### config.mk
export PLATFORM = sky130hd
export DESIGN_NAME = ata_strobe_timer
export DESIGN_NICKNAME = d
export VERILOG_FILES = /design/src/rtl/ast_pkg.sv /design/src/rtl/ast_regs.sv /design/src/rtl/ast_select.sv /design/src/rtl/ast_seq.sv /design/src/rtl/ata_strobe_timer.sv
export SDC_FILE = /design/constraint.sdc
export NUM_CORES = 1
export LEC_CHECK = 0
export BUFFER_PORTS_ARGS = -buffer_cell sky130_fd_sc_hd__buf_2
export CAP_MARGIN = 10
export CORE_MARGIN = 8
export CORE_UTILIZATION = 35
export CTS_CLUSTER_DIAMETER = 120
export DETAILED_ROUTE_END_ITERATION = 7
export PLACE_DENSITY_LB_ADDON = 0.12
export REMOVE_ABC_BUFFERS = 1
export SETUP_SLACK_MARGIN = 0.1
export SYNTH_ARGS = -nofsm -noshare
export SYNTH_HDL_FRONTEND = slang
export SYNTH_SLANG_ARGS = --single-unit
### constraint.sdc
create_clock -name clk -period 2.7 [get_ports clk]
set_input_delay 0.135 -clock clk [delete_from_list [all_inputs] [get_ports clk]]
set_output_delay 0.135 -clock clk [all_outputs]
set_load 0.01 [all_outputs]
### src/rtl/ast_pkg.sv
package ast_pkg;

    typedef enum logic [1:0] {
        ST_IDLE = 2'd0,
        ST_ACT  = 2'd1,
        ST_REC  = 2'd2,
        ST_DONE = 2'd3
    } ast_state_e;

    typedef struct packed {
        logic [3:0] act;
        logic [3:0] rec;
    } ast_timing_t;

    typedef struct packed {
        logic [7:0]      pio;
        logic [7:0]      mwdma;
        logic [1:0][7:0] udma;
        logic [7:0]      clkmode;
    } ast_bank_t;

    localparam int NUM_DEV   = 2;
    localparam int OFS_PIO   = 'h10;
    localparam int OFS_MWDMA = 'h11;
    localparam int OFS_UDMA  = 'h12;
    localparam int OFS_CLK   = 'h14;
    localparam int CM_SEL_LSB = 0;
    localparam int CM_UEN_LSB = 4;

    function automatic ast_timing_t split_timing(input logic [7:0] b);
        return ast_timing_t'(b);
    endfunction

endpackage

### src/rtl/ast_regs.sv
module ast_regs
    import ast_pkg::*;
#(
    parameter int ADDR_W = 8
) (
    input  logic              clk,
    input  logic              rst,
    input  logic              wr,
    input  logic [ADDR_W-1:0] addr,
    input  logic [7:0]        wdata,
    output logic [7:0]        rdata,
    output ast_bank_t         bank
);

    always_ff @(posedge clk) begin
        if (rst) begin
            bank.pio     <= '0;
            bank.mwdma   <= '0;
            bank.clkmode <= '0;
        end else if (wr) begin
            if (addr == ADDR_W'(OFS_PIO))   bank.pio     <= wdata;
            if (addr == ADDR_W'(OFS_MWDMA)) bank.mwdma   <= wdata;
            if (addr == ADDR_W'(OFS_CLK))   bank.clkmode <= wdata;
        end
    end

    for (genvar d = 0; d < NUM_DEV; d++) begin : g_udma
        always_ff @(posedge clk) begin
            if (rst)
                bank.udma[d] <= '0;
            else if (wr && addr == ADDR_W'(OFS_UDMA + d))
                bank.udma[d] <= wdata;
        end
    end

    always_comb begin
        rdata = '0;
        if (addr == ADDR_W'(OFS_PIO))   rdata = bank.pio;
        if (addr == ADDR_W'(OFS_MWDMA)) rdata = bank.mwdma;
        if (addr == ADDR_W'(OFS_CLK))   rdata = bank.clkmode;
        for (int d = 0; d < NUM_DEV; d++)
            if (addr == ADDR_W'(OFS_UDMA + d)) rdata = bank.udma[d];
    end

endmodule

### src/rtl/ast_select.sv
module ast_select
    import ast_pkg::*;
(
    input  ast_bank_t   bank,
    input  logic        mode,
    input  logic        dev,
    output ast_timing_t tim,
    output logic        fast
);

    always_comb begin
        tim  = split_timing(mode ? bank.mwdma : bank.pio);
        fast = bank.clkmode[CM_SEL_LSB + int'(dev)];
    end

endmodule

### src/rtl/ast_seq.sv
module ast_seq
    import ast_pkg::*;
#(
    parameter int UNIT_CLKS = 2
) (
    input  logic        clk,
    input  logic        rst,
    input  logic        req,
    input  ast_timing_t tim,
    input  logic        fast,
    output logic        strobe,
    output logic        busy,
    output logic        done,
    output logic        fast_q
);

    localparam int MAX_LEN = 15 * UNIT_CLKS;
    localparam int CW      = $clog2(MAX_LEN + 1);

    ast_state_e    state;
    logic [CW-1:0] cnt;
    logic [3:0]    rec_q;

    function automatic logic [CW-1:0] last_tick(input logic [3:0] n);
        int units;
        units = (n == 4'd0) ? 1 : int'(n);
        return CW'(units * UNIT_CLKS - 1);
    endfunction

    always_ff @(posedge clk) begin
        if (rst) begin
            state  <= ST_IDLE;
            cnt    <= '0;
            rec_q  <= '0;
            fast_q <= 1'b0;
        end else begin
            unique case (state)
                ST_IDLE: if (req) begin
                    state  <= ST_ACT;
                    cnt    <= last_tick(tim.act);
                    rec_q  <= tim.rec;
                    fast_q <= fast;
                end
                ST_ACT: begin
                    if (cnt == '0) begin
                        state <= ST_REC;
                        cnt   <= last_tick(rec_q);
                    end else begin
                        cnt <= cnt - 1'b1;
                    end
                end
                ST_REC: begin
                    if (cnt == '0) state <= ST_DONE;
                    else           cnt   <= cnt - 1'b1;
                end
                default: state <= ST_IDLE;
            endcase
        end
    end

    assign strobe = (state == ST_ACT);
    assign done   = (state == ST_DONE);
    assign busy   = (state != ST_IDLE);

endmodule

### src/rtl/ata_strobe_timer.sv
module ata_strobe_timer
    import ast_pkg::*;
#(
    parameter int ADDR_W    = 8,
    parameter int UNIT_CLKS = 2
) (
    input  logic              clk,
    input  logic              rst,
    input  logic              reg_wr,
    input  logic [ADDR_W-1:0] reg_addr,
    input  logic [7:0]        reg_wdata,
    output logic [7:0]        reg_rdata,
    input  logic              cyc_req,
    input  logic              cyc_mode,
    input  logic              cyc_dev,
    output logic              strobe,
    output logic              busy,
    output logic              cyc_done,
    output logic              dev_fast,
    output logic [1:0]        udma_en
);

    ast_bank_t   bank;
    ast_timing_t tim;
    logic        fast;

    ast_regs #(.ADDR_W(ADDR_W)) u_regs (
        .clk   (clk),
        .rst   (rst),
        .wr    (reg_wr),
        .addr  (reg_addr),
        .wdata (reg_wdata),
        .rdata (reg_rdata),
        .bank  (bank)
    );

    ast_select u_sel (
        .bank (bank),
        .mode (cyc_mode),
        .dev  (cyc_dev),
        .tim  (tim),
        .fast (fast)
    );

    ast_seq #(.UNIT_CLKS(UNIT_CLKS)) u_seq (
        .clk    (clk),
        .rst    (rst),
        .req    (cyc_req),
        .tim    (tim),
        .fast   (fast),
        .strobe (strobe),
        .busy   (busy),
        .done   (cyc_done),
        .fast_q (dev_fast)
    );

    assign udma_en = bank.clkmode[CM_UEN_LSB +: 2];

endmodule

==> metrics.yaml, run 1 <==
finish:
  seqCellArea_um2: 1041
  multi_input_area_um2: 1554
  drive_gt1_share_pct: 17.08
  final_common_cell: "mux2i_1"
  area_delta_synth_final_pct: 12.80
  fin_cells: 424
  n_antenna_cell: 0
  n_fill_cell: 820
  layout.nets: 349
  layout_common_cells: "mux2i_1 (65), nor2_1 (59), dfxtp_1 (52)"
global_route:
  grt_usage_pct: 11.65
  grt_overflow: 0
  grt_start_max_net_pins: 38
  antenna_found_initial: 0
  grt_pass1_wl_mm: 10.63
  grt_pass1_vias: 2234
yosys:
  syn_avg_cell_area_um2: 9.181
  synth-seq-cells: 52
  synth_top_area_share_pct: 38.31
  synthTopCellsByArea: "dfxtp_1 (38%), mux2i_1 (24%), nor2_1 (8.1%)"
  synth-xor-area-share_pct: 0.3223
  synth_area_leader_cell: "dfxtp_1"
  synthAdderAreaFrac_pct: 2.762
  synth-compound-area-share_pct: 12.43
  async_reset_ff_share_pct: 0
  syn_area_um2: 2718
  synth_edf_count: 0
  synth_top_family_by_area: "multiplexers"
  ys_seq_area_share_pct: 38.31
  yosys_warnings: 0
  synth_mux_area_share_pct: 24.36
  yosys.area_share.simple_pct: 17.08
  synth_top_flop_cell: "dfxtp_1"
  yosys.cell_types.count: 44
  postSynthCellCount: 296
floorplan:
  die_w_um: 104.1
  io_pins: 36
  die-area_um2: 10840
  core-area_um2: 7607
  rows: 32
  start_util_pct: 35.72
  die-height_um: 104.1
setup_path:
  arrival_ps: 2390
  cp-start-kind: "flip-flop"
  path_class: "flip-flop to flip-flop"
  cp-end-kind: "flip-flop"
  r2r-start: "u_seq.cnt[0]"
  setup.worst_path.start: "u_seq.cnt[0]"
  cp_max_fo: 10
  critPathRequiredTime_ps: 2900
timing:
  hold_viol: 0
  slew-limit-headroom_pct: 41.44
  grt_setup_unrepaired: "no"
  worst_pin_slew_ps: 873.2
  final_max_slew_viol_count: 0
  setup_viol: 0
  period_share_pct: 81.26
  final.setup_skew_ps: 4.862
  period_needed_ps: 2194
  tns_ps: 0
  fmax_mhz: 455.8
clocking:
  cts_root_buf: "clkbuf_8"
  cts.clk_slew.worst_paths_ps: 100
  ctsHoldBuffers: 0
  post_cts_resized: 0
  cts.sinks: 52
  ctsLongestPathBuffers: 2
  cts_setup_buffers: 0
  tritoncts: "built"
  insertion_delay_ps: 300
  cts_made_buffers: 5
  h-tree-depth: 2
drt:
  vias_per_cell: 5.024
  first_pass_iters: 4
  wl_per_cell_um: 14.50
  dr.first_iter.drc_count: 71
  vias: 2130
  drcViolationCount: 0
  ant_nets: 0
  drt-total-wl_mm: 6.146
power:
  powerDensity_nw_per_um2: 634.6
  leakage_nw: 1.276
  irDropWorstVdd_mv: 0.3255
min_path:
  hp-class: "primary input to flip-flop"
  hold_start: "reg_wdata[0]"
placed_design:
  place_inst: 416
  place_hpwl_mm: 4.595
  gp_congestion: 0.7918
  io_buffers: 35
status:
  status: "completed"
flow_run:
  drv_cap: 0
-- worst paths after layout --
check / to / slack, ps / cells past startpoint
worst max-delay path: u_seq.cnt[4] / 510 / 6
worst min-delay path: u_regs.bank[16] / 140 / 3
worst max register to register: u_seq.cnt[4] / 510 / 6
worst min register to register: u_seq.fast_q / 500 / 2
-- registers in the layout, indices dropped and copies added, names as in the netlist --
register and count:
u_regs.bank 40, u_seq.cnt 5, u_seq.state 2, u_seq.rec_q 4, u_seq.fast_q 1
-- power breakdown --
group | internal (mW) | leakage [nW] | switching (mW)
combinational | 0.219 | 0.800 | 0.321
sequential | 0.820 | 0.421 | 0.0541
clock | 0.276 | 0.0552 | 0.255
total | 1.32 | 1.28 | 0.630
-- worst max-delay path: stages, from the launching register on --
cell	delay [ps]
dfxtp_1	360
inv_1	70
ha_1	210
nor4b_2	220
a211oi_1	770
o21ai_0	200
o221a_2	270
-- area by class of cell --
cell class	count	share of cell area, %
tap	102	4.163
clock inverter	2	1.143
clock buffer	6	2.367
multi-input combinational	215	50.69
sequential	52	33.96
inverter	8	0.9796
timing repair buffer	39	6.694
-- synthesized netlist by cell type (all sizes together), types with 2 or more instances --
cell type,instances
o2111ai,2
nor2,59
dfxtp,52
or4,2
inv,8
clkbuf,13
or4b,3
nor2b,3
a21oi,13
a31oi,3
o22ai,10
nand3b,2
buf,8
nand2b,3
o21ai,10
nor3b,2
ha,6
nor4,2
nor3,5
mux2i,65
nand2,2
nor4b,2
a211oi,6
-- routing by layer --
metal	part of all wire [%]	global-route usage, %
met2	44	18.65
met5	0	0
met3	3.8	3.222
met4	1.2	3.723
met1	51	14.74
-- through the flow --
stage | worst slack, ps | hold WS [ps] | cell area (µm²) | power [mW] | util (%)
2_1_floorplan | 224.7 | 204.1 | 2619 | 1.264 | -
3_3_place_gp | 587.5 | 449.5 | 2958 | 1.433 | 38.88
3_5_place_dp | 534.6 | 459.4 | 2958 | 1.436 | 38.88
4_1_cts | 513.3 | 130.7 | 3065 | 1.975 | 40.30
5_1_grt | 198.1 | 152.7 | 3065 | 2.072 | 40.30
6_report | 506.1 | 142.3 | 3065 | 1.945 | 40.30
-- cell families (layout without fill, tap and decap cells) --
family | Yosys count | after routing
muxes | 66 | 66
adders and majority gates | 6 | 6
DFF | 52 | 52
AOI/OAI and AO/OA | 53 | 53
buffers and inverters | 29 | 55
xor gates and xnor gates | 1 | 1
and+or+nand+nor | 89 | 89
Power figures use the tool's default switching activity.
==> run 2, diff against run 1 <==
clock period = 1.8 ns   (was 2.7 ns; I/O delays follow)
==> run 2 against run 1 <==
Compared with the run above:
- sequential share of layout area down 3.1 points
- power up 73%
- critical path depth down 1
- cell area up 11%
- critical endpoint is now reg_rdata[0]
- largest power group unchanged
- highest routed layer unchanged
==> metrics.yaml, run 2 (synthesized netlist as in run 1, its figures left out) <==
setup_path:
  cp-start-kind: "primary input"
  cp_cell_sequence: "buf_2, or4b_4, or4_4, o22ai_1, buf_2"
  arrival_ps: 1570
  critPathMaxStageDelay_ps: 550
  rr_worst_depth: 7
  path_class: "primary input to output port"
  slowest_stage: "or4b_4"
  cp_top_family: "simple AND/OR/NAND/NOR gates"
  cp_num_buf_inv: 2
  critPathRequiredTime_ps: 1710
  critical_path_depth: 5
  crit_top_cell: "buf_2"
  cp-end-kind: "output port"
  cp_max_fo: 8
power:
  leakage_nw: 1.429
  p_switching_mw: 1.076
  p_clk_share_pct: 23.9
  total_power_mw: 3.362
  powerDensity_nw_per_um2: 990.6
  irDropWorstVdd_mv: 0.4143
  intPower_mw: 2.285
  comb_power_share_pct: 36.5
  p_sw_share_pct: 32.02
  pwr-share-seq_pct: 39.5
global_route:
  grt_pass1_vias: 2297
  antenna_found_initial: 0
  grt_pass1_wl_mm: 11.20
  grt_overflow: 0
  grt_start_max_net_pins: 31
  grt_usage_pct: 12.18
clocking:
  cts_made_buffers: 5
  ctsHoldBuffers: 0
  insertion_delay_ps: 300
  cts_root_buf: "clkbuf_8"
  tritoncts: "built"
  cts.sinks: 52
  h-tree-depth: 2
  ctsLongestPathBuffers: 2
  cts.clk_slew.worst_paths_ps: 100
finish:
  area_delta_synth_final_pct: 24.86
  finish.utilization_pct: 44.61
  layout_common_cells: "mux2i_1 (65), nor2_1 (59), dfxtp_1 (48)"
  final_common_cell: "mux2i_1"
  reg_top3: "u_regs.bank (40), u_seq.cnt (5), u_seq.rec_q (4)"
  largest_reg_flops: 40
  n_antenna_cell: 0
  largest-register: "u_regs.bank"
  drive_gt1_share_pct: 28.24
  n_fill_cell: 802
  layout.nets: 374
drt:
  drcViolationCount: 0
  drt-total-wl_mm: 6.655
  dr.first_iter.drc_count: 128
  vias: 2274
  first_pass_iters: 4
  wl_per_cell_um: 14.82
  vias_per_cell: 5.065
  ant_nets: 0
timing:
  final_max_slew_viol_count: 0
  worst_pin_slew_ps: 570.7
  fmax_mhz: 603.7
  final.setup_skew_ps: 12.31
  period_share_pct: 92.03
  grt_setup_unrepaired: "yes"
  whs_ps: 90.22
  slew-limit-headroom_pct: 61.87
  period_needed_ps: 1656
  setup_ws_ps: 143.5
  setup_viol: 0
  hold_viol: 0
min_path:
  min_path_cells: 3
  hp-class: "primary input to flip-flop"
floorplan:
  rows: 32
  core-area_um2: 7607
  io_pins: 36
  die-area_um2: 10840
  die-height_um: 104.1
  die_w_um: 104.1
  start_util_pct: 35.72
status:
  status: "completed"
placed_design:
  place_hpwl_mm: 4.861
  gp_congestion: 0.8051
  place_ws_ps: 6.324
  io_buffers: 35
flow_run:
  drv_cap: 0
-- run 2: changes by cell type in the layout (fill, tap and decap cells not counted), moves of 3 or more --
cell / before / now
buf_4: 4 / 25
buf_12: 0 / 3
dfxtp_1: 52 / 48
ha_1: 6 / 3
dfxtp_2: 0 / 4
-- run 2: worst reg2reg max path, cell delays in order, from the launching register on --
cell,delay (ps)
dfxtp_2,350
inv_2,50
ha_4,150
nor4b_4,120
buf_4,160
nor4bb_4,150
o32a_1,350
a31o_2,230
-- run 2: repair_timing --
item	in CTS	in global routing
endpoints found under the setup margin	13	8
setup buffers	2	4
gates cloned	0	0
gates resized for setup	6	17
pin swaps	1	5
-- run 2: worst paths after layout --
| path | start | end | slack (ps) |
|---|---|---|---|
| worst min-delay path | reg_wdata[6] | u_regs.bank[14] | 90 |
| worst max-delay path | reg_addr[5] | reg_rdata[0] | 140 |
| worst max register to register | u_seq.cnt[0] | u_seq.cnt[1] | 150 |
| worst min register to register | u_seq.state[0] | u_seq.state[0] | 490 |
-- run 2: layout make-up --
class                   instances  area [µm²]  share of cell area [%]
clock buffers                   5       68.82                   2.028
clock inverters                 3       42.54                   1.254
inverters                       8       30.03                  0.8850
multi-input cells             215        1644                   48.45
flip-flops and latches         52        1046                   30.83
well taps                     102       127.6                   3.761
repair buffers                 64       434.2                   12.79
-- run 2: routing by layer --
metal  track usage, %  vias to the layer above  share of wire (%)
met5                0                        -                  0
met4            2.792                        0               0.44
met3            2.664                        2                3.7
met2            19.71                       45                 46
met1            16.04                     1070                 50
li1                 -                     1157                  -
-- run 2: power by group through the flow --
stage	Clock, mW	Combinational, mW	Sequential (mW)
2_1_floorplan	0	0.574	1.32
3_3_place_gp	0	0.960	1.34
3_5_place_dp	0	0.965	1.33
4_1_cts	0.834	1.08	1.31
5_1_grt	0.883	1.37	1.35
6_report	0.804	1.23	1.33
-- run 2: metrics by stage --
stage | area, µm² | std cells | setup TNS [ps]
floorplan | 2619 | 275 | -5139
global placement | 3138 | 435 | 0
detailed placement | 3138 | 435 | 0
CTS | 3292 | 445 | 0
global route | 3393 | 449 | 0
finish | 3393 | 449 | 0
==> run 3, diff against run 2 <==
CORE_UTILIZATION = 30   (was 35)
==> run 3 against run 2 <==
Compared with the run above:
- cell area is 1.9% higher
- worst setup slack worse by 12 ps
- wire length is 3.6% higher
- first-iteration DRC count is 36% lower
- core utilization is 5.1 points lower
- clock skew is 8.1 ps lower
- die area is 14% higher
- cell count is 2.2% higher
- critical path depth is 2 higher
- sequential share of layout area is 0.51 points lower
==> metrics.yaml, run 3 (synthesized netlist as in run 1, its figures left out) <==
timing:
  period_share_pct: 92.68
  fmax_mhz: 599.4
  worst_pin_slew_ps: 545.8
  grt_setup_unrepaired: "yes"
  hold_viol: 0
  final.setup_skew_ps: 4.191
  whs_ps: 95.95
  slew-limit-headroom_pct: 63.54
  setup_ws_ps: 131.7
  period_needed_ps: 1668
  setup_viol: 0
  final_max_slew_viol_count: 0
global_route:
  antenna_found_initial: 0
  grt_start_max_net_pins: 21
  grt_usage_pct: 10.93
  grt_pass1_wl_mm: 11.39
  grt_overflow: 0
  grt_pass1_vias: 2283
finish:
  layout.nets: 378
  n_antenna_cell: 0
  drive_gt1_share_pct: 30.48
  final_common_cell: "mux2i_1"
  largest-register: "u_regs.bank"
  n_fill_cell: 901
  area_delta_synth_final_pct: 27.26
  reg_top3: "u_regs.bank (40), u_seq.cnt (5), u_seq.rec_q (4)"
  fin_cells: 459
  seqCellArea_um2: 1049
  final_cell_area_um2: 3458
  layout_common_cells: "mux2i_1 (65), nor2_1 (59), dfxtp_1 (48)"
  multi_input_area_um2: 1664
  largest_reg_flops: 40
floorplan:
  die-area_um2: 12360
  die-height_um: 111.2
  die_w_um: 111.2
  rows: 34
  start_util_pct: 31.01
  io_pins: 36
  core-area_um2: 8763
drt:
  vias: 2244
  ant_nets: 0
  vias_per_cell: 4.889
  drt-total-wl_mm: 6.896
  first_pass_iters: 4
  dr.first_iter.drc_count: 82
  drcViolationCount: 0
  wl_per_cell_um: 15.02
setup_path:
  path_class: "flip-flop to flip-flop"
  critPathRequiredTime_ps: 2000
  cp_num_buf_inv: 2
  cp_cell_sequence: "inv_2, ha_2, nor4b_4, buf_4, a211oi_4, o21ai_0, o221a_2"
  cp_top_family: "compound AO/OA/AOI/OAI gates"
  cp-end-kind: "flip-flop"
  cp-start-kind: "flip-flop"
  arrival_ps: 1870
  critPathMaxStageDelay_ps: 340
  slowest_stage: "dfxtp_2"
  reg2reg_slack_ps: 130
  cp_max_fo: 4
placed_design:
  io_buffers: 35
  place_inst: 447
  place_hpwl_mm: 5.070
  placed_cell_area_um2: 3166
  gp_congestion: 0.7570
  place_ws_ps: -18.05
status:
  status: "completed"
power:
  irDropWorstVdd_mv: 0.3751
  powerDensity_nw_per_um2: 973.2
  leakage_nw: 1.455
min_path:
  hp-class: "primary input to flip-flop"
clocking:
  ctsLongestPathBuffers: 2
  insertion_delay_ps: 300
  cts.clk_slew.worst_paths_ps: 100
  cts_made_buffers: 5
  h-tree-depth: 2
  cts.sinks: 52
  tritoncts: "built"
  cts_root_buf: "clkbuf_8"
flow_run:
  drv_cap: 0
## run 3: cell count changes in the layout (fill, tap and decap cells not counted), moves of 2 or more
cell,delta
o22ai_1,-6
buf_4,+5
o22ai_2,+5
buf_12,-2
buf_2,-2
buf_6,+2
ha_4,-2
## run 3: per-stage QoR
stage          utilization, %  TNS (ps)  power, mW
2_1_floorplan               -     -5139      1.896
6_report                39.46         0      3.366
3_5_place_dp            36.12    -18.05      2.337
3_3_place_gp            36.12    -40.82      2.339
5_1_grt                 39.46         0      3.572
4_1_cts                 37.98         0      3.316
## run 3: final timing paths
path | from | to | depth (start not counted)
worst max-delay path | u_seq.cnt[1] | u_seq.cnt[4] | 7
worst min-delay path | reg_wdata[7] | u_regs.bank[23] | 3
worst min register to register | u_seq.fast_q | u_seq.fast_q | 2
worst max register to register | u_seq.cnt[1] | u_seq.cnt[4] | 7
## run 3: worst min-delay path, delay by kind of cell
kind	cells	cell delay, ps
simple gates	1	70
mux	1	80
buf+inv	1	130
## run 3: routing by layer
metal | part of all wire [%] | track usage, % | vias up | routed length [µm]
met3 | 3.2 | 3.030 | 2 | 224
met5 | 0 | 0 | - | 0
met1 | 48 | 13.82 | 1055 | 3330
met2 | 48 | 17.70 | 32 | 3311
li1 | - | - | 1155 | -
met4 | 0.42 | 2.844 | 0 | 29
## run 3: where the power goes
group	leakage, nW	internal (mW)	switching [mW]
clock network	0.0614	0.455	0.403
registers	0.423	1.23	0.0785
logic	0.971	0.597	0.599
## run 3: what timing repair did
| item | in CTS | in global routing |
|---|---|---|
| hold buffers | 0 | 0 |
| endpoints found under the setup margin | 6 | 12 |
| setup buffers | 3 | 1 |
| gates resized for setup | 7 | 24 |
| pin swaps | 1 | 5 |
## run 3: layout make-up
class                      instances  area share (%)
timing repair buffer              68           13.28
inverter                           8          0.8683
tap                              108           3.907
multi-input combinational        215           48.12
clock buffer                       6           2.388
clock inverter                     2           1.122
sequential                        52           30.32
